===== config.mk =====
export PLATFORM = sky130hd
export DESIGN_NAME = spi_regbank
export DESIGN_NICKNAME = d
export VERILOG_FILES = /design/src/rtl/spireg_pkg.sv /design/src/rtl/spireg_sync.sv /design/src/rtl/spireg_edge.sv /design/src/rtl/spireg_frame.sv /design/src/rtl/spireg_cfgbank.sv /design/src/rtl/spi_regbank.sv
export SDC_FILE = /design/constraint.sdc
export NUM_CORES = 1
export LEC_CHECK = 0
export BUFFER_PORTS_ARGS = -buffer_cell sky130_fd_sc_hd__buf_2
export CAP_MARGIN = 20
export CORE_ASPECT_RATIO = 0.9
export CORE_MARGIN = 2
export CORE_UTILIZATION = 54
export CTS_CLUSTER_SIZE = 8
export DETAILED_ROUTE_END_ITERATION = 7
export PLACE_DENSITY = 0.86
export SYNTH_ARGS = -nofsm -noshare
export SYNTH_HDL_FRONTEND = slang
export SYNTH_SLANG_ARGS = --single-unit
export TNS_END_PERCENT = 30

===== constraint.sdc =====
create_clock -name clk -period 2 [get_ports clk]
set_input_delay 0.4 -clock clk [delete_from_list [all_inputs] [get_ports clk]]
set_output_delay 0.4 -clock clk [all_outputs]
set_load 0.02 [all_outputs]

===== src/rtl/spireg_pkg.sv =====
`timescale 1ns/1ps
package spireg_pkg;

    parameter int DATA_W      = 8;
    parameter int REG_IDX_W   = 3;
    parameter int SYNC_STAGES = 2;

    localparam int NUM_REGS  = 1 << REG_IDX_W;
    localparam int ADDR_W    = REG_IDX_W + 1;
    localparam int FRAME_W   = 2 * DATA_W;
    localparam int BIT_CNT_W = $clog2(DATA_W);
    localparam int OUT_CNT_W = $clog2(FRAME_W + 1);
    localparam int BUS_W     = NUM_REGS * DATA_W;

    // Decoded command byte: direction flag and register address
    typedef struct packed {
        logic              wr;
        logic [ADDR_W-1:0] addr;
    } cmd_t;

    // One-cycle events derived from synchronized SCLK
    typedef struct packed {
        logic sample;
        logic shift;
    } spi_evt_t;

    typedef enum logic [1:0] {
        PH_CMD,
        PH_DATA,
        PH_DONE
    } phase_e;

    // Upper half of the address space is read-only status
    function automatic logic is_status_addr(input logic [ADDR_W-1:0] a);
        return a[ADDR_W-1];
    endfunction

    function automatic logic [REG_IDX_W-1:0] reg_index(input logic [ADDR_W-1:0] a);
        return a[REG_IDX_W-1:0];
    endfunction

endpackage


===== src/rtl/spireg_sync.sv =====
`timescale 1ns/1ps
module spireg_sync #(
    parameter int               WIDTH   = 1,
    parameter int               STAGES  = 2,
    parameter logic [WIDTH-1:0] RST_VAL = '0
) (
    input  logic             clk,
    input  logic             rst,
    input  logic [WIDTH-1:0] d,
    output logic [WIDTH-1:0] q
);

    logic [WIDTH-1:0] chain [STAGES];

    generate
        for (genvar s = 0; s < STAGES; s++) begin : g_stage
            if (s == 0) begin : g_first
                always_ff @(posedge clk) begin
                    if (rst) chain[s] <= RST_VAL;
                    else     chain[s] <= d;
                end
            end else begin : g_next
                always_ff @(posedge clk) begin
                    if (rst) chain[s] <= RST_VAL;
                    else     chain[s] <= chain[s-1];
                end
            end
        end
    endgenerate

    assign q = chain[STAGES-1];

endmodule


===== src/rtl/spireg_edge.sv =====
`timescale 1ns/1ps
module spireg_edge
    import spireg_pkg::*;
(
    input  logic     clk,
    input  logic     rst,
    input  logic     sclk_s,
    input  logic     cpol,
    input  logic     cpha,
    input  logic     cs_act,
    output spi_evt_t evt
);

    logic sclk_d;
    logic rise, fall, lead, trail;

    always_ff @(posedge clk) begin
        if (rst) sclk_d <= 1'b0;
        else     sclk_d <= sclk_s;
    end

    always_comb begin
        rise  = sclk_s & ~sclk_d;
        fall  = ~sclk_s & sclk_d;
        // Leading edge leaves the idle level, trailing edge returns to it
        lead  = cpol ? fall : rise;
        trail = cpol ? rise : fall;
        evt.sample = cs_act & (cpha ? trail : lead);
        evt.shift  = cs_act & (cpha ? lead : trail);
    end

endmodule


===== src/rtl/spireg_frame.sv =====
`timescale 1ns/1ps
module spireg_frame
    import spireg_pkg::*;
(
    input  logic                 clk,
    input  logic                 rst,
    input  logic                 cs_act,
    input  logic                 mosi_s,
    input  logic                 cpha,
    input  spi_evt_t             evt,
    input  logic [DATA_W-1:0]    rd_data_i,
    output logic [ADDR_W-1:0]    peek_addr_o,
    output logic                 wr_stb_o,
    output logic [REG_IDX_W-1:0] wr_idx_o,
    output logic [DATA_W-1:0]    wr_data_o,
    output logic                 miso_o
);

    phase_e                phase;
    logic [BIT_CNT_W-1:0]  bit_cnt;
    logic [OUT_CNT_W-1:0]  out_cnt;
    logic [DATA_W-2:0]     shreg;
    logic [DATA_W-1:0]     shift_in;
    cmd_t                  cmd_peek;
    cmd_t                  cmd_q;
    logic [DATA_W-1:0]     rd_q;
    logic                  rd_ok;
    logic [OUT_CNT_W-1:0]  bit_sel;

    assign shift_in     = {shreg, mosi_s};
    assign cmd_peek.wr  = shift_in[DATA_W-1];
    assign cmd_peek.addr = shift_in[ADDR_W-1:0];
    assign peek_addr_o  = cmd_peek.addr;

    always_ff @(posedge clk) begin
        if (rst) begin
            phase     <= PH_CMD;
            bit_cnt   <= '0;
            out_cnt   <= '0;
            shreg     <= '0;
            cmd_q     <= '0;
            rd_q      <= '0;
            rd_ok     <= 1'b0;
            wr_stb_o  <= 1'b0;
            wr_idx_o  <= '0;
            wr_data_o <= '0;
        end else if (!cs_act) begin
            // Deselect abandons any partial frame
            phase    <= PH_CMD;
            bit_cnt  <= '0;
            out_cnt  <= cpha ? OUT_CNT_W'(0) : OUT_CNT_W'(1);
            rd_ok    <= 1'b0;
            wr_stb_o <= 1'b0;
        end else begin
            wr_stb_o <= 1'b0;
            if (evt.sample) begin
                shreg <= shift_in[DATA_W-2:0];
                case (phase)
                    PH_CMD: begin
                        if (bit_cnt == BIT_CNT_W'(DATA_W-1)) begin
                            cmd_q   <= cmd_peek;
                            rd_q    <= rd_data_i;
                            rd_ok   <= ~cmd_peek.wr;
                            phase   <= PH_DATA;
                            bit_cnt <= '0;
                        end else begin
                            bit_cnt <= bit_cnt + 1'b1;
                        end
                    end
                    PH_DATA: begin
                        if (bit_cnt == BIT_CNT_W'(DATA_W-1)) begin
                            phase <= PH_DONE;
                            if (cmd_q.wr && !is_status_addr(cmd_q.addr)) begin
                                wr_stb_o  <= 1'b1;
                                wr_idx_o  <= reg_index(cmd_q.addr);
                                wr_data_o <= shift_in;
                            end
                        end else begin
                            bit_cnt <= bit_cnt + 1'b1;
                        end
                    end
                    default: ;
                endcase
            end
            if (evt.shift && out_cnt != OUT_CNT_W'(FRAME_W))
                out_cnt <= out_cnt + 1'b1;
        end
    end

    // out_cnt counts bits presented so far; bit (out_cnt-1) is on the line
    assign bit_sel = OUT_CNT_W'(FRAME_W) - out_cnt;

    always_comb begin
        miso_o = 1'b0;
        if (rd_ok && out_cnt > OUT_CNT_W'(DATA_W))
            miso_o = rd_q[bit_sel[BIT_CNT_W-1:0]];
    end

endmodule


===== src/rtl/spireg_cfgbank.sv =====
`timescale 1ns/1ps
module spireg_cfgbank
    import spireg_pkg::*;
(
    input  logic                 clk,
    input  logic                 rst,
    input  logic                 wr_stb,
    input  logic [REG_IDX_W-1:0] wr_idx,
    input  logic [DATA_W-1:0]    wr_data,
    output logic [BUS_W-1:0]     cfg_o
);

    generate
        for (genvar g = 0; g < NUM_REGS; g++) begin : g_reg
            logic [DATA_W-1:0] q;
            always_ff @(posedge clk) begin
                if (rst)
                    q <= '0;
                else if (wr_stb && wr_idx == REG_IDX_W'(g))
                    q <= wr_data;
            end
            assign cfg_o[g*DATA_W +: DATA_W] = q;
        end
    endgenerate

endmodule


===== src/rtl/spi_regbank.sv =====
`timescale 1ns/1ps
module spi_regbank
    import spireg_pkg::*;
(
    input  logic             clk,
    input  logic             rst,
    input  logic             sclk_i,
    input  logic             mosi_i,
    input  logic             csn_i,
    input  logic             cpol_i,
    input  logic             cpha_i,
    input  logic [BUS_W-1:0] status_i,
    output logic             miso_o,
    output logic [BUS_W-1:0] cfg_o
);

    localparam int SYNC_W = 5;

    logic [SYNC_W-1:0]    sync_q;
    logic                 sclk_s, mosi_s, csn_s, cpol_s, cpha_s;
    logic                 cs_act;
    spi_evt_t             evt;
    logic [ADDR_W-1:0]    peek_addr;
    logic [REG_IDX_W-1:0] peek_idx;
    logic [DATA_W-1:0]    rd_data;
    logic                 wr_stb;
    logic [REG_IDX_W-1:0] wr_idx;
    logic [DATA_W-1:0]    wr_data;

    spireg_sync #(
        .WIDTH  (SYNC_W),
        .STAGES (SYNC_STAGES),
        .RST_VAL(5'b00100)
    ) u_sync (
        .clk (clk),
        .rst (rst),
        .d   ({cpha_i, cpol_i, csn_i, mosi_i, sclk_i}),
        .q   (sync_q)
    );

    assign {cpha_s, cpol_s, csn_s, mosi_s, sclk_s} = sync_q;
    assign cs_act = ~csn_s;

    spireg_edge u_edge (
        .clk    (clk),
        .rst    (rst),
        .sclk_s (sclk_s),
        .cpol   (cpol_s),
        .cpha   (cpha_s),
        .cs_act (cs_act),
        .evt    (evt)
    );

    // Read source chosen from the command byte as it completes
    always_comb begin
        peek_idx = reg_index(peek_addr);
        if (is_status_addr(peek_addr))
            rd_data = status_i[int'(peek_idx)*DATA_W +: DATA_W];
        else
            rd_data = cfg_o[int'(peek_idx)*DATA_W +: DATA_W];
    end

    spireg_frame u_frame (
        .clk         (clk),
        .rst         (rst),
        .cs_act      (cs_act),
        .mosi_s      (mosi_s),
        .cpha        (cpha_s),
        .evt         (evt),
        .rd_data_i   (rd_data),
        .peek_addr_o (peek_addr),
        .wr_stb_o    (wr_stb),
        .wr_idx_o    (wr_idx),
        .wr_data_o   (wr_data),
        .miso_o      (miso_o)
    );

    spireg_cfgbank u_cfg (
        .clk     (clk),
        .rst     (rst),
        .wr_stb  (wr_stb),
        .wr_idx  (wr_idx),
        .wr_data (wr_data),
        .cfg_o   (cfg_o)
    );

endmodule


==> metrics.json, run 1 <==
{
  "worst_setup_hold_path_clk_slew_ps": 50,
  "cap_violations": 0,
  "drv_slew": 0,
  "yosys.area_share.simple": 0.1906,
  "globalplace.congestion": 0.8370,
  "synth-warning-count": 0,
  "clock_tree.buffer_depth": 2,
  "synthesis.nets": 683,
  "antennaDiodeCount": 0,
  "netlist_top_cells_count": "nand2_1 (127), dfxtp_1 (118), a21oi_1 (84), mux4_2 (34), clkbuf_1 (28)",
  "proportion_of_synthesized_area_in_mux_cells": 0.1679,
  "critPathArrivalTime_ps": 1800,
  "clock_latency_ps": 420,
  "rsz0062_at_grt": "yes",
  "worst_hold_path_class": "in2reg",
  "worstPathRequired_ps": 1600,
  "grt_use_total": 0.3024,
  "cts_tree": "done",
  "violated_checks": "negative setup slack",
  "finalNetCount": 811,
  "avgSynthCellArea_sq_um": 9.166,
  "dominant_combinational_cell_family_by_area_after_synthesis": "simple AND/OR/NAND/NOR gates",
  "floorplan.die.width_microns": 111.1,
  "design.portCount": 136,
  "antenna_found_initial": 0,
  "clock_tree.htree_level_count": 4,
  "power.switching_mw": 1.222,
  "clock_network_power_share": 0.571,
  "count_of_buffers_from_port_buffering": 135,
  "routedWlPerCell_microns": 19.35,
  "max_slew_margin": 0.5676,
  "synthDistinctLibCells": 40,
  "post_dp_cell_area_sq_um": 6387,
  "inserted_clock_buffers": 17,
  "die_h_microns": 100.4,
  "grt_start_max_net_pins": 43,
  "peakVddDrop_v": 0.0007490,
  "synth_ff_type": "dfxtp_1",
  "rows": 35,
  "synth_compound_gate_area_share": 0.1578,
  "power_density_nw_per_um2": 850.1,
  "dieArea_sq_um": 11150,
  "remaining_drc_errors": 0,
  "detailedRoute.firstPassIterationCount": 6,
  "drt_first_iter_violations": 570,
  "timing.critical_path.to_type": "primary output",
  "share_comb_of_total_power": 0.038,
  "timing_worst_setup_path_type": "reg2out",
  "async_flop_share": 0,
  "synth.most_common_cell": "nand2_1",
  "worst-path-max-fanout": 3,
  "areaGrowthSynthToFinish_pct": 27.89,
  "critPathLaunchType": "register",
  "postRouteWirelength_mm": 16.99,
  "sum_of_negative_setup_slack_ps": -200.3,
  "period_share": 1.100,
  "synthCells": 608,
  "hold_violations": 0,
  "grt_first_pass_wirelength_mm": 26.51,
  "yosysTopAreaCell": "dfxtp_1",
  "vias": 5478,
  "start_util": 0.5485,
  "p_leak_nw": 2.724,
  "final.hold.worst_slack_ps": 167.7,
  "top_area_cell_type_share_of_the_netlist_area": 0.4239,
  "via_density_per_instance": 6.239,
  "fin_area_sq_um": 7127,
  "grt_pass1_vias": 5306,
  "synth.cell_area_sq_um": 5573,
  "final_layout_size_suffix_gt1_frac": 0.3218,
  "tightest_slew_ps": 646.3,
  "netlist_top_cells_area": "dfxtp_1 (42%), mux4_2 (14%), nand2_1 (8.6%), a21oi_1 (7.5%), mux2i_1 (3.1%)",
  "achievable-frequency_mhz": 454.5,
  "outcome": "finished, violations left",
  "worst_slack_ps": -200.3,
  "utilization": 0.7015,
  "cts-root-buf": "clkbuf_16",
  "synth_seq_cells": 118,
  "synth_seq_area_share": 0.4239,
  "detailed_place_hpwl_mm": 11.44,
  "p_int_mw": 4.836,
  "synth_enable_flop_cells": 0,
  "remaining_global_route_overflow": 0,
  "yosys.area_share.adder": 0.008981,
  "netSwitchingFraction": 0.2018,
  "antenna_left": 0,
  "synth_xor_area_frac": 0.006062,
  "finClkSkew_ps": 7.291,
  "finalCriticalPeriod_ps": 2200,
  "timing.final.setup_violations": 1,
  "sequentialPowerShare": 0.392,
  "core_ar_sq_um": 10160,
  "clkSinkCount": 118
}
-- critical path, stage by stage (launching register included) --
cell	delay, ps
dfxtp_2	350
inv_2	60
ha_4	270
mux4_2	310
mux2i_2	180
nor3b_2	70
buf_4	160
-- power by group through the flow --
stage	clock network (mW)	registers [mW]	logic, mW
2_1_floorplan	0	2.42	0.106
3_3_place_gp	0	2.42	0.197
3_5_place_dp	0	2.42	0.206
4_1_cts	3.47	2.37	0.219
5_1_grt	3.59	2.37	0.245
6_report	3.46	2.37	0.227
-- stage by stage --
stage	setup WS (ps)	power (mW)	cells
2_1_floorplan	141.6	2.527	608
3_3_place_gp	89.40	2.618	841
3_5_place_dp	25.26	2.628	841
4_1_cts	-183.6	6.063	877
5_1_grt	-259.2	6.203	878
6_report	-200.3	6.059	878
-- area by class of cell --
type                       count  area, sq um
clock buffer                  20        446.7
clock inverter                12        225.2
fill                         679         3033
inverter                       6        22.52
multi-input combinational    434         2992
sequential                   118         2367
tap                          129        161.4
timing repair buffer         159        912.1
-- cells by family after synthesis --
kind of cell | Yosys count
adders and majority gates | 4
DFF | 118
buffers and inverters | 56
and+or+nand+nor | 229
AOI/OAI and AO/OA | 147
muxes | 51
xor gates and xnor gates | 3
-- state kept, by name, indices dropped and copies added, names as in the netlist --
name and flops:
u_frame.phase 2, u_frame.wr_data_o 8, u_cfg.g.q 64, u_sync.chain 10
u_edge.sclk_d 1, u_frame.wr_idx_o 3, u_frame.shreg 7, u_frame.bit_cnt 3
u_frame.rd_q 8, u_frame.out_cnt 5, u_frame.rd_ok 1, u_frame.cmd_q 5
u_frame.wr_stb_o 1
-- cell usage in the layout (no fill, tap or decap), drive strengths merged, types with 2 or more instances in the layout --
cell / Yosys / routed
nand2: 127 / 127
nand4: 20 / 20
nor2: 25 / 25
nand3: 13 / 13
nand2b: 6 / 6
a21oi: 84 / 84
o21ai: 18 / 18
o31ai: 17 / 17
nor2b: 16 / 16
dfxtp: 118 / 118
mux4: 34 / 34
ha: 4 / 4
or2: 3 / 3
buf: 22 / 159
clkbuf: 28 / 20
mux2i: 17 / 17
clkinv: 1 / 4
nor3b: 2 / 2
inv: 5 / 5
a22o: 16 / 16
bufinv: 0 / 6
or4: 2 / 2
clkinvlp: 0 / 3
xnor2: 2 / 2
o311ai: 8 / 8
nor3: 6 / 6
or3: 3 / 3
-- final timing paths --
kind                                                      start                             to  slack (ps)  cells past startpoint
worst max-delay path            u_frame.out_cnt[0]$_SDFFE_PP0P_                         miso_o        -200                      6
worst min-delay path                                      csn_i  u_sync.chain[0][2]$_SDFF_PP1_         170                      2
worst min register to register    u_sync.chain[0][2]$_SDFF_PP1_  u_sync.chain[1][2]$_SDFF_PP1_         410                      1
worst max register to register  u_frame.bit_cnt[0]$_SDFFE_PP0P_     u_frame.rd_ok$_SDFFE_PP0P_         120                      6
-- what timing repair did --
action | CTS | global route
setup endpoints to repair | 6 | 3
resized for setup | 10 | 3
pin swaps | 2 | 2
hold buffers | 0 | 0
buffers inserted | 4 | 1
-- layer usage --
layer | wire (microns) | vias to the layer above | global-route usage
li1 | - | 2453 | -
met4 | 692 | 0 | 0.1538
met3 | 1834 | 74 | 0.09118
met5 | 0 | - | 0
met2 | 8306 | 372 | 0.5054
met1 | 6155 | 2579 | 0.3581
(Power assumes the default switching activity.)
==> run 2, diff against run 1 <==
--- a/config.mk
+++ b/config.mk
@@ -12,7 +12,7 @@
 export CORE_UTILIZATION = 54
 export CTS_CLUSTER_SIZE = 8
 export DETAILED_ROUTE_END_ITERATION = 7
-export PLACE_DENSITY = 0.86
+export PLACE_DENSITY = 0.81
 export SYNTH_ARGS = -nofsm -noshare
 export SYNTH_HDL_FRONTEND = slang
 export SYNTH_SLANG_ARGS = --single-unit
==> run 2 against run 1 <==
The flow still finishes with violations (negative setup slack). Setup slack improved by 1.7 ps. Largest power group unchanged. Worst hold slack improved by 4.2 ps. Register-to-register slack barely moved. First-iteration DRC count rose by 31%. Total power rose by 1.0%. Sequential power barely moved. Die area did not move. Critical endpoint unchanged. Routed wire length rose by 0.26%.
==> metrics.json, run 2 (synthesis results as in run 1) <==
{
  "outcome": {"value": "finished, violations left", "change": "unchanged"},
  "violated_checks": {"value": "negative setup slack", "change": "unchanged"},
  "routedWlPerCell": {"value": 19.47, "unit": "microns", "change": "was 19.35 microns"},
  "via_density_per_instance": {"value": 6.261, "change": "was 6.239"},
  "floorplan.die.width": {"value": 111.1, "unit": "microns", "change": "unchanged"},
  "finalNetCount": {"value": 808, "change": "was 811"},
  "period_share": {"value": 1.099, "change": "was 1.100"},
  "clock_latency": {"value": 410, "unit": "ps", "change": "was 420 ps"},
  "drv_slew": {"value": 0, "change": "unchanged"},
  "worstSetupStartpoint": {"value": "u_frame.out_cnt[0]$_SDFFE_PP0P_", "change": "unchanged"},
  "reg2regPathDepth": {"value": 6, "change": "unchanged"},
  "grt_start_max_net_pins": {"value": 63, "change": "was 43"},
  "detailedRoute.firstPassIterationCount": {"value": 6, "change": "unchanged"},
  "sum_of_negative_setup_slack": {"value": -198.6, "unit": "ps", "change": "was -200.3 ps"},
  "peakVddDrop": {"value": 0.0008991, "unit": "V", "change": "was 0.0007490 V"},
  "final_layout_size_suffix_gt1_frac": {"value": 0.3231, "change": "was 0.3218"},
  "largest_register_ffs": {"value": 64, "change": "unchanged"},
  "final_common_cell": {"value": "buf_2", "change": "unchanged"},
  "timing_worst_setup_path_type": {"value": "reg2out", "change": "unchanged"},
  "critPathLaunchType": {"value": "register", "change": "unchanged"},
  "multi_input_area": {"value": 3002, "unit": "sq um", "change": "was 2992 sq um"},
  "power_density": {"value": 859.7, "unit": "nW/um^2", "change": "was 850.1 nW/um^2"},
  "filler_cell_count": {"value": 764, "change": "was 679"},
  "inserted_clock_buffers": {"value": 17, "change": "unchanged"},
  "areaGrowthSynthToFinish": {"value": 27.77, "unit": "%", "change": "was 27.89%"},
  "cts_tree": {"value": "done", "change": "unchanged"},
  "hold_violations": {"value": 0, "change": "unchanged"},
  "postRouteWirelength": {"value": 17.03, "unit": "mm", "change": "was 16.99 mm"},
  "core_ar": {"value": 10160, "unit": "sq um", "change": "unchanged"},
  "critPathArrivalTime": {"value": 1800, "unit": "ps", "change": "about the same"},
  "mostFrequentLayoutCells": {"value": "buf_2 (134), nand2_1 (127), dfxtp_1 (114)", "change": "unchanged"},
  "drt_first_iter_violations": {"value": 746, "change": "was 570"},
  "worst-path-max-fanout": {"value": 3, "change": "unchanged"},
  "worst_slack": {"value": -198.6, "unit": "ps", "change": "was -200.3 ps"},
  "worstPathRequired": {"value": 1600, "unit": "ps", "change": "about the same"},
  "vias": {"value": 5478, "change": "unchanged"},
  "sequentialPowerShare": {"value": 0.388, "change": "was 0.392"},
  "p_int": {"value": 4.902, "unit": "mW", "change": "was 4.836 mW"},
  "finalCriticalPeriod": {"value": 2199, "unit": "ps", "change": "was 2200 ps"},
  "reg2reg_setup_slack": {"value": 110, "unit": "ps", "change": "was 120 ps"},
  "rsz0062_at_grt": {"value": "yes", "change": "unchanged"},
  "p_leak": {"value": 2.708, "unit": "nW", "change": "was 2.724 nW"},
  "worst_setup_hold_path_clk_slew": {"value": 60, "unit": "ps", "change": "was 50 ps"},
  "grt_first_pass_wirelength": {"value": 26.37, "unit": "mm", "change": "was 26.51 mm"},
  "biggestRegsByFlops": {"value": "u_cfg.g.q: 64 flops, u_sync.chain: 10 flops", "change": "unchanged"},
  "worst_hold_path_class": {"value": "in2reg", "change": "unchanged"},
  "globalplace.congestion": {"value": 0.8892, "change": "was 0.8370"},
  "remaining_drc_errors": {"value": 0, "change": "unchanged"},
  "timing.final.setup_violations": {"value": 1, "change": "unchanged"},
  "dieArea": {"value": 11150, "unit": "sq um", "change": "unchanged"},
  "max_slew_margin": {"value": 0.5489, "change": "was 0.5676"},
  "grt_pass1_vias": {"value": 5214, "change": "was 5306"},
  "timing.critical_path.to_type": {"value": "primary output", "change": "unchanged"},
  "remaining_global_route_overflow": {"value": 0, "change": "unchanged"},
  "count_of_buffers_from_port_buffering": {"value": 135, "change": "unchanged"},
  "design.portCount": {"value": 136, "change": "unchanged"},
  "clkSinkCount": {"value": 118, "change": "unchanged"},
  "regArea": {"value": 2367, "unit": "sq um", "change": "unchanged"},
  "worstReg2RegStart": {"value": "u_frame.bit_cnt[0]$_SDFFE_PP0P_", "change": "unchanged"},
  "setup.worst_path.end": {"value": "miso_o", "change": "unchanged"},
  "tightest_slew": {"value": 674.2, "unit": "ps", "change": "was 646.3 ps"},
  "grt_use_total": {"value": 0.3013, "change": "was 0.3024"},
  "clock_network_power_share": {"value": 0.577, "change": "was 0.571"},
  "finClkSkew": {"value": 11.26, "unit": "ps", "change": "was 7.291 ps"},
  "rows": {"value": 35, "change": "unchanged"},
  "detailed_place_hpwl": {"value": 11.35, "unit": "mm", "change": "was 11.44 mm"},
  "antennaDiodeCount": {"value": 0, "change": "unchanged"},
  "clock_tree.htree_level_count": {"value": 4, "change": "unchanged"},
  "power.switching": {"value": 1.220, "unit": "mW", "change": "was 1.222 mW"},
  "die_h": {"value": 100.4, "unit": "microns", "change": "unchanged"},
  "cts-root-buf": {"value": "clkbuf_16", "change": "unchanged"},
  "worst_r2r_endpoint": {"value": "u_frame.rd_ok$_SDFFE_PP0P_", "change": "unchanged"},
  "start_util": {"value": 0.5485, "change": "unchanged"},
  "pre_cts_ws": {"value": -58.83, "unit": "ps", "change": "was 25.26 ps"},
  "clock_tree.buffer_depth": {"value": 2, "change": "unchanged"},
  "netSwitchingFraction": {"value": 0.1993, "change": "was 0.2018"},
  "cap_violations": {"value": 0, "change": "unchanged"},
  "largest_register_by_flop_count": {"value": "u_cfg.g.q", "change": "unchanged"},
  "antenna_left": {"value": 0, "change": "unchanged"},
  "achievable-frequency": {"value": 454.8, "unit": "MHz", "change": "was 454.5 MHz"},
  "share_comb_of_total_power": {"value": 0.036, "change": "was 0.038"},
  "antenna_found_initial": {"value": 0, "change": "unchanged"}
}
run 2: final cells by class:
cell class / count / area share
Multi-Input combinational cell: 434 / 0.4215
Sequential cell: 118 / 0.3325
Tap cell: 129 / 0.02267
Timing Repair Buffer: 156 / 0.1232
Clock buffer: 21 / 0.06607
Inverter: 6 / 0.003163
Clock inverter: 11 / 0.03093
run 2: worst min-delay path by stage:
| stage | slack (ps) | start | depth (start not counted) | to |
|---|---|---|---|---|
| 2_1_floorplan | 390 | u_sync.chain[0][2]$_SDFF_PP1_ | 1 | u_sync.chain[1][2]$_SDFF_PP1_ |
| 3_3_place_gp | 390 | u_sync.chain[0][2]$_SDFF_PP1_ | 1 | u_sync.chain[1][2]$_SDFF_PP1_ |
| 3_5_place_dp | 400 | u_sync.chain[0][2]$_SDFF_PP1_ | 1 | u_sync.chain[1][2]$_SDFF_PP1_ |
| 4_1_cts | 170 | csn_i | 2 | u_sync.chain[0][2]$_SDFF_PP1_ |
| 5_1_grt | 170 | csn_i | 2 | u_sync.chain[0][2]$_SDFF_PP1_ |
| 6_report | 170 | csn_i | 2 | u_sync.chain[0][2]$_SDFF_PP1_ |
run 2: metrics by stage:
step	cells	utilization	hold slack (ps)	power, mW	area, sq um
after CTS	875	0.6999	165.7	6.117	7111
after detailed placement	840	0.6267	400.1	2.624	6367
after floorplan	608	-	389.5	2.527	5578
after global placement	840	0.6267	391.3	2.617	6367
after global routing	875	0.7009	171.3	6.249	7121
final	875	0.7009	171.9	6.122	7121
run 2: power groups by stage:
stage	registers, mW	logic, mW	clock network [mW]
after floorplan	2.42	0.106	0
after global placement	2.42	0.195	0
after detailed placement	2.42	0.202	0
after CTS	2.37	0.214	3.53
after global routing	2.37	0.234	3.64
final	2.37	0.218	3.53
run 2: layer usage:
layer,vias up,share of wire,track usage
met2,390,0.48,0.5017
met1,2562,0.37,0.3640
li1,2446,-,-
met3,80,0.10,0.07669
met5,-,0,0
met4,0,0.047,0.1614
run 2: repair_timing:
item / CTS / global route
hold buffers: 0 / 0
setup endpoints to repair: 5 / 8
setup buffers: 3 / 0
resized for setup: 9 / 8
pin swaps: 2 / 0
run 2: critical path, cell delays in order, from the launching register on:
cell     delay, ps
dfxtp_2        340
inv_2           50
ha_4           270
mux4_2         310
mux2i_2        190
nor3b_2         70
buf_4          160
==> run 3, diff against run 2 <==
--- a/config.mk
+++ b/config.mk
@@ -13,7 +13,8 @@
 export CTS_CLUSTER_SIZE = 8
 export DETAILED_ROUTE_END_ITERATION = 7
 export PLACE_DENSITY = 0.81
+export SKIP_CTS_REPAIR_TIMING = 1
 export SYNTH_ARGS = -nofsm -noshare
 export SYNTH_HDL_FRONTEND = slang
 export SYNTH_SLANG_ARGS = --single-unit
-export TNS_END_PERCENT = 30
+export TNS_END_PERCENT = 20
==> run 3 against run 2 <==
The flow still finishes with violations (negative setup slack). Global-route usage fell by 0.096 points. Sequential power about the same. Core utilization fell by 0.074 points. Count of clock-buffer cells in the layout is the same. First-iteration DRC count down 19%. Critical path depth unchanged. Critical path type unchanged. Critical endpoint unchanged. Largest cell class unchanged.
==> metrics.json, run 3 (synthesis results as in run 1) <==
{
  "drt_first_iter_violations": {"value": 607, "change": "was 746"},
  "inserted_clock_buffers": {"value": 17, "change": "unchanged"},
  "min_delay_worst_endpoint": {"value": "u_sync.chain[0][2]$_SDFF_PP1_", "change": "unchanged"},
  "utilization": {"value": 0.7001, "change": "was 0.7009"},
  "clock_tree.htree_level_count": {"value": 4, "change": "unchanged"},
  "areaGrowthSynthToFinish": {"value": 27.64, "unit": "%", "change": "was 27.77%"},
  "critPathLaunchType": {"value": "register", "change": "unchanged"},
  "largest_register_ffs": {"value": 64, "change": "unchanged"},
  "sequentialPowerShare": {"value": 0.388, "change": "about the same"},
  "worst_r2r_endpoint": {"value": "u_frame.rd_ok$_SDFFE_PP0P_", "change": "unchanged"},
  "max_slew_margin": {"value": 0.5606, "change": "was 0.5489"},
  "globalplace.congestion": {"value": 0.8892, "change": "unchanged"},
  "cp_cell_sequence": {"value": "inv_1, ha_4, mux4_2, mux2i_2, nor3b_2, buf_4", "change": "was inv_2, ha_4, mux4_2, mux2i_2, nor3b_2, buf_4"},
  "critPathArrivalTime": {"value": 1790, "unit": "ps", "change": "was 1800 ps"},
  "antenna_found_initial": {"value": 0, "change": "unchanged"},
  "totalPowerFinal": {"value": 6.114, "unit": "mW", "change": "was 6.122 mW"},
  "postRouteWirelength": {"value": 16.96, "unit": "mm", "change": "was 17.03 mm"},
  "timing_worst_setup_path_type": {"value": "reg2out", "change": "unchanged"},
  "min_from": {"value": "csn_i", "change": "unchanged"},
  "clock_network_power_share": {"value": 0.577, "change": "about the same"},
  "grt_start_max_net_pins": {"value": 63, "change": "unchanged"},
  "post_dp_cell_area": {"value": 6367, "unit": "sq um", "change": "unchanged"},
  "detailed_place_hpwl": {"value": 11.35, "unit": "mm", "change": "unchanged"},
  "antennaDiodeCount": {"value": 0, "change": "unchanged"},
  "count_of_buffers_from_port_buffering": {"value": 135, "change": "unchanged"},
  "worst-path-max-fanout": {"value": 3, "change": "unchanged"},
  "detailedRoute.firstPassIterationCount": {"value": 8, "change": "was 6"},
  "finClkSkew": {"value": 10.07, "unit": "ps", "change": "was 11.26 ps"},
  "finalCriticalPeriod": {"value": 2194, "unit": "ps", "change": "was 2199 ps"},
  "reg2regPathDepth": {"value": 6, "change": "unchanged"},
  "hold_violations": {"value": 0, "change": "unchanged"},
  "final_common_cell": {"value": "buf_2", "change": "unchanged"},
  "power_density": {"value": 859.6, "unit": "nW/um^2", "change": "was 859.7 nW/um^2"},
  "final.hold.worst_slack": {"value": 173.3, "unit": "ps", "change": "was 171.9 ps"},
  "peakVddDrop": {"value": 0.0009498, "unit": "V", "change": "was 0.0008991 V"},
  "die_h": {"value": 100.4, "unit": "microns", "change": "unchanged"},
  "final_layout_size_suffix_gt1_frac": {"value": 0.3208, "change": "was 0.3231"},
  "clock_latency": {"value": 410, "unit": "ps", "change": "about the same"},
  "grt_pass1_vias": {"value": 5203, "change": "was 5214"},
  "delay_of_the_slowest_cell_on_the_worst_path": {"value": 330, "unit": "ps", "change": "was 340 ps"},
  "worst_setup_hold_path_clk_slew": {"value": 50, "unit": "ps", "change": "was 60 ps"},
  "grt_first_pass_wirelength": {"value": 26.28, "unit": "mm", "change": "was 26.37 mm"},
  "via_density_per_instance": {"value": 6.220, "change": "was 6.261"},
  "cap_violations": {"value": 0, "change": "unchanged"},
  "share_comb_of_total_power": {"value": 0.035, "change": "was 0.036"},
  "holdPathStages": {"value": 2, "change": "unchanged"},
  "worstPathRequired": {"value": 1600, "unit": "ps", "change": "about the same"},
  "start_util": {"value": 0.5485, "change": "unchanged"},
  "p_int": {"value": 4.900, "unit": "mW", "change": "was 4.902 mW"},
  "remaining_drc_errors": {"value": 0, "change": "unchanged"},
  "antenna_left": {"value": 0, "change": "unchanged"},
  "rsz0062_at_grt": {"value": "yes", "change": "unchanged"},
  "core_ar": {"value": 10160, "unit": "sq um", "change": "unchanged"},
  "clock_tree.buffer_depth": {"value": 2, "change": "unchanged"},
  "clkSinkCount": {"value": 118, "change": "unchanged"},
  "design.portCount": {"value": 136, "change": "unchanged"},
  "sum_of_negative_setup_slack": {"value": -194.1, "unit": "ps", "change": "was -198.6 ps"},
  "drv_slew": {"value": 0, "change": "unchanged"},
  "routedWlPerCell": {"value": 19.40, "unit": "microns", "change": "was 19.47 microns"},
  "cts-root-buf": {"value": "clkbuf_16", "change": "unchanged"},
  "netSwitchingFraction": {"value": 0.1986, "change": "was 0.1993"},
  "worst_slack": {"value": -194.1, "unit": "ps", "change": "was -198.6 ps"},
  "worst_hold_path_class": {"value": "in2reg", "change": "unchanged"},
  "remaining_global_route_overflow": {"value": 0, "change": "unchanged"},
  "final-instance-count-excl-fill": {"value": 874, "change": "was 875"},
  "cts_tree": {"value": "done", "change": "unchanged"},
  "timing.critical_path.to_type": {"value": "primary output", "change": "unchanged"},
  "floorplan.die.width": {"value": 111.1, "unit": "microns", "change": "unchanged"},
  "filler_cell_count": {"value": 766, "change": "was 764"},
  "rows": {"value": 35, "change": "unchanged"},
  "power.switching": {"value": 1.214, "unit": "mW", "change": "was 1.220 mW"},
  "outcome": {"value": "finished, violations left", "change": "unchanged"},
  "fin_area": {"value": 7113, "unit": "sq um", "change": "was 7121 sq um"},
  "mostFrequentLayoutCells": {"value": "buf_2 (134), nand2_1 (127), dfxtp_1 (114)", "change": "unchanged"},
  "reg2reg_setup_slack": {"value": 120, "unit": "ps", "change": "was 110 ps"},
  "largest_register_by_flop_count": {"value": "u_cfg.g.q", "change": "unchanged"},
  "vias": {"value": 5436, "change": "was 5478"},
  "finalNetCount": {"value": 807, "change": "was 808"},
  "placed_cells": {"value": 840, "change": "unchanged"},
  "pre_cts_ws": {"value": -58.83, "unit": "ps", "change": "unchanged"},
  "period_share": {"value": 1.097, "change": "was 1.099"},
  "violated_checks": {"value": "negative setup slack", "change": "unchanged"},
  "tightest_slew": {"value": 657.7, "unit": "ps", "change": "was 674.2 ps"},
  "grt_use_total": {"value": 0.3003, "change": "was 0.3013"},
  "p_leak": {"value": 2.703, "unit": "nW", "change": "was 2.708 nW"},
  "dieArea": {"value": 11150, "unit": "sq um", "change": "unchanged"},
  "biggestRegsByFlops": {"value": "u_cfg.g.q: 64 flops, u_sync.chain: 10 flops", "change": "unchanged"},
  "timing.final.setup_violations": {"value": 1, "change": "unchanged"},
  "achievable-frequency": {"value": 455.8, "unit": "MHz", "change": "was 454.8 MHz"},
  "timing.critical_path.slowest_stage_cell": {"value": "dfxtp_2", "change": "unchanged"},
  "worstReg2RegStart": {"value": "u_frame.bit_cnt[0]$_SDFFE_PP0P_", "change": "unchanged"}
}
run 3: changes by cell type in the layout (fill, tap and decap cells not counted):
cell / before / now
inv_1: 3 / 4
buf_4: 18 / 17
inv_2: 2 / 1
run 3: how the worst max path moves through the flow:
stage,slack (ps),cells after the start,start,endpoint
finish,-190,6,u_frame.out_cnt[1]$_SDFFE_PP0P_,miso_o
global route,-270,6,u_frame.out_cnt[1]$_SDFFE_PP0P_,miso_o
CTS,-340,6,u_frame.out_cnt[1]$_SDFFE_PP0P_,miso_o
detailed placement,-60,6,u_frame.bit_cnt[0]$_SDFFE_PP0P_,u_frame.rd_q[6]$_SDFFE_PP0P_
global placement,90,6,u_frame.bit_cnt[0]$_SDFFE_PP0P_,u_frame.rd_ok$_SDFFE_PP0P_
floorplan,140,5,u_frame.out_cnt[0]$_SDFFE_PP0P_,miso_o
run 3: routing by layer:
metal | GRT usage | up-vias | wire length (microns)
li1 | - | 2447 | -
met1 | 0.3592 | 2554 | 6387
met2 | 0.5012 | 359 | 8028
met3 | 0.08152 | 76 | 1761
met4 | 0.1595 | 0 | 778
met5 | 0 | - | 0
run 3: final cells by class:
type	count	area [sq um]	area share
repair buffers	155	869.6	0.1223
flip-flops and latches	118	2367	0.3328
clock buffers	21	470.5	0.06614
well taps	129	161.4	0.02269
clock inverters	11	220.2	0.03096
multi-input cells	434	3002	0.4220
inverters	6	22.52	0.003166
run 3: critical path: cells and delay by family (launching register included):
| family | cells | cell delay (ps) |
|---|---|---|
| mux | 2 | 500 |
| fa+ha+maj | 1 | 280 |
| simple gates | 1 | 70 |
| buf+inv | 2 | 220 |
| flops | 1 | 330 |
run 3: power groups by stage:
stage	registers [mW]	clock network, mW	logic (mW)
6_report	2.37	3.53	0.216
5_1_grt	2.37	3.64	0.231
4_1_cts	2.37	3.53	0.205
3_5_place_dp	2.42	0	0.202
3_3_place_gp	2.42	0	0.195
2_1_floorplan	2.42	0	0.106
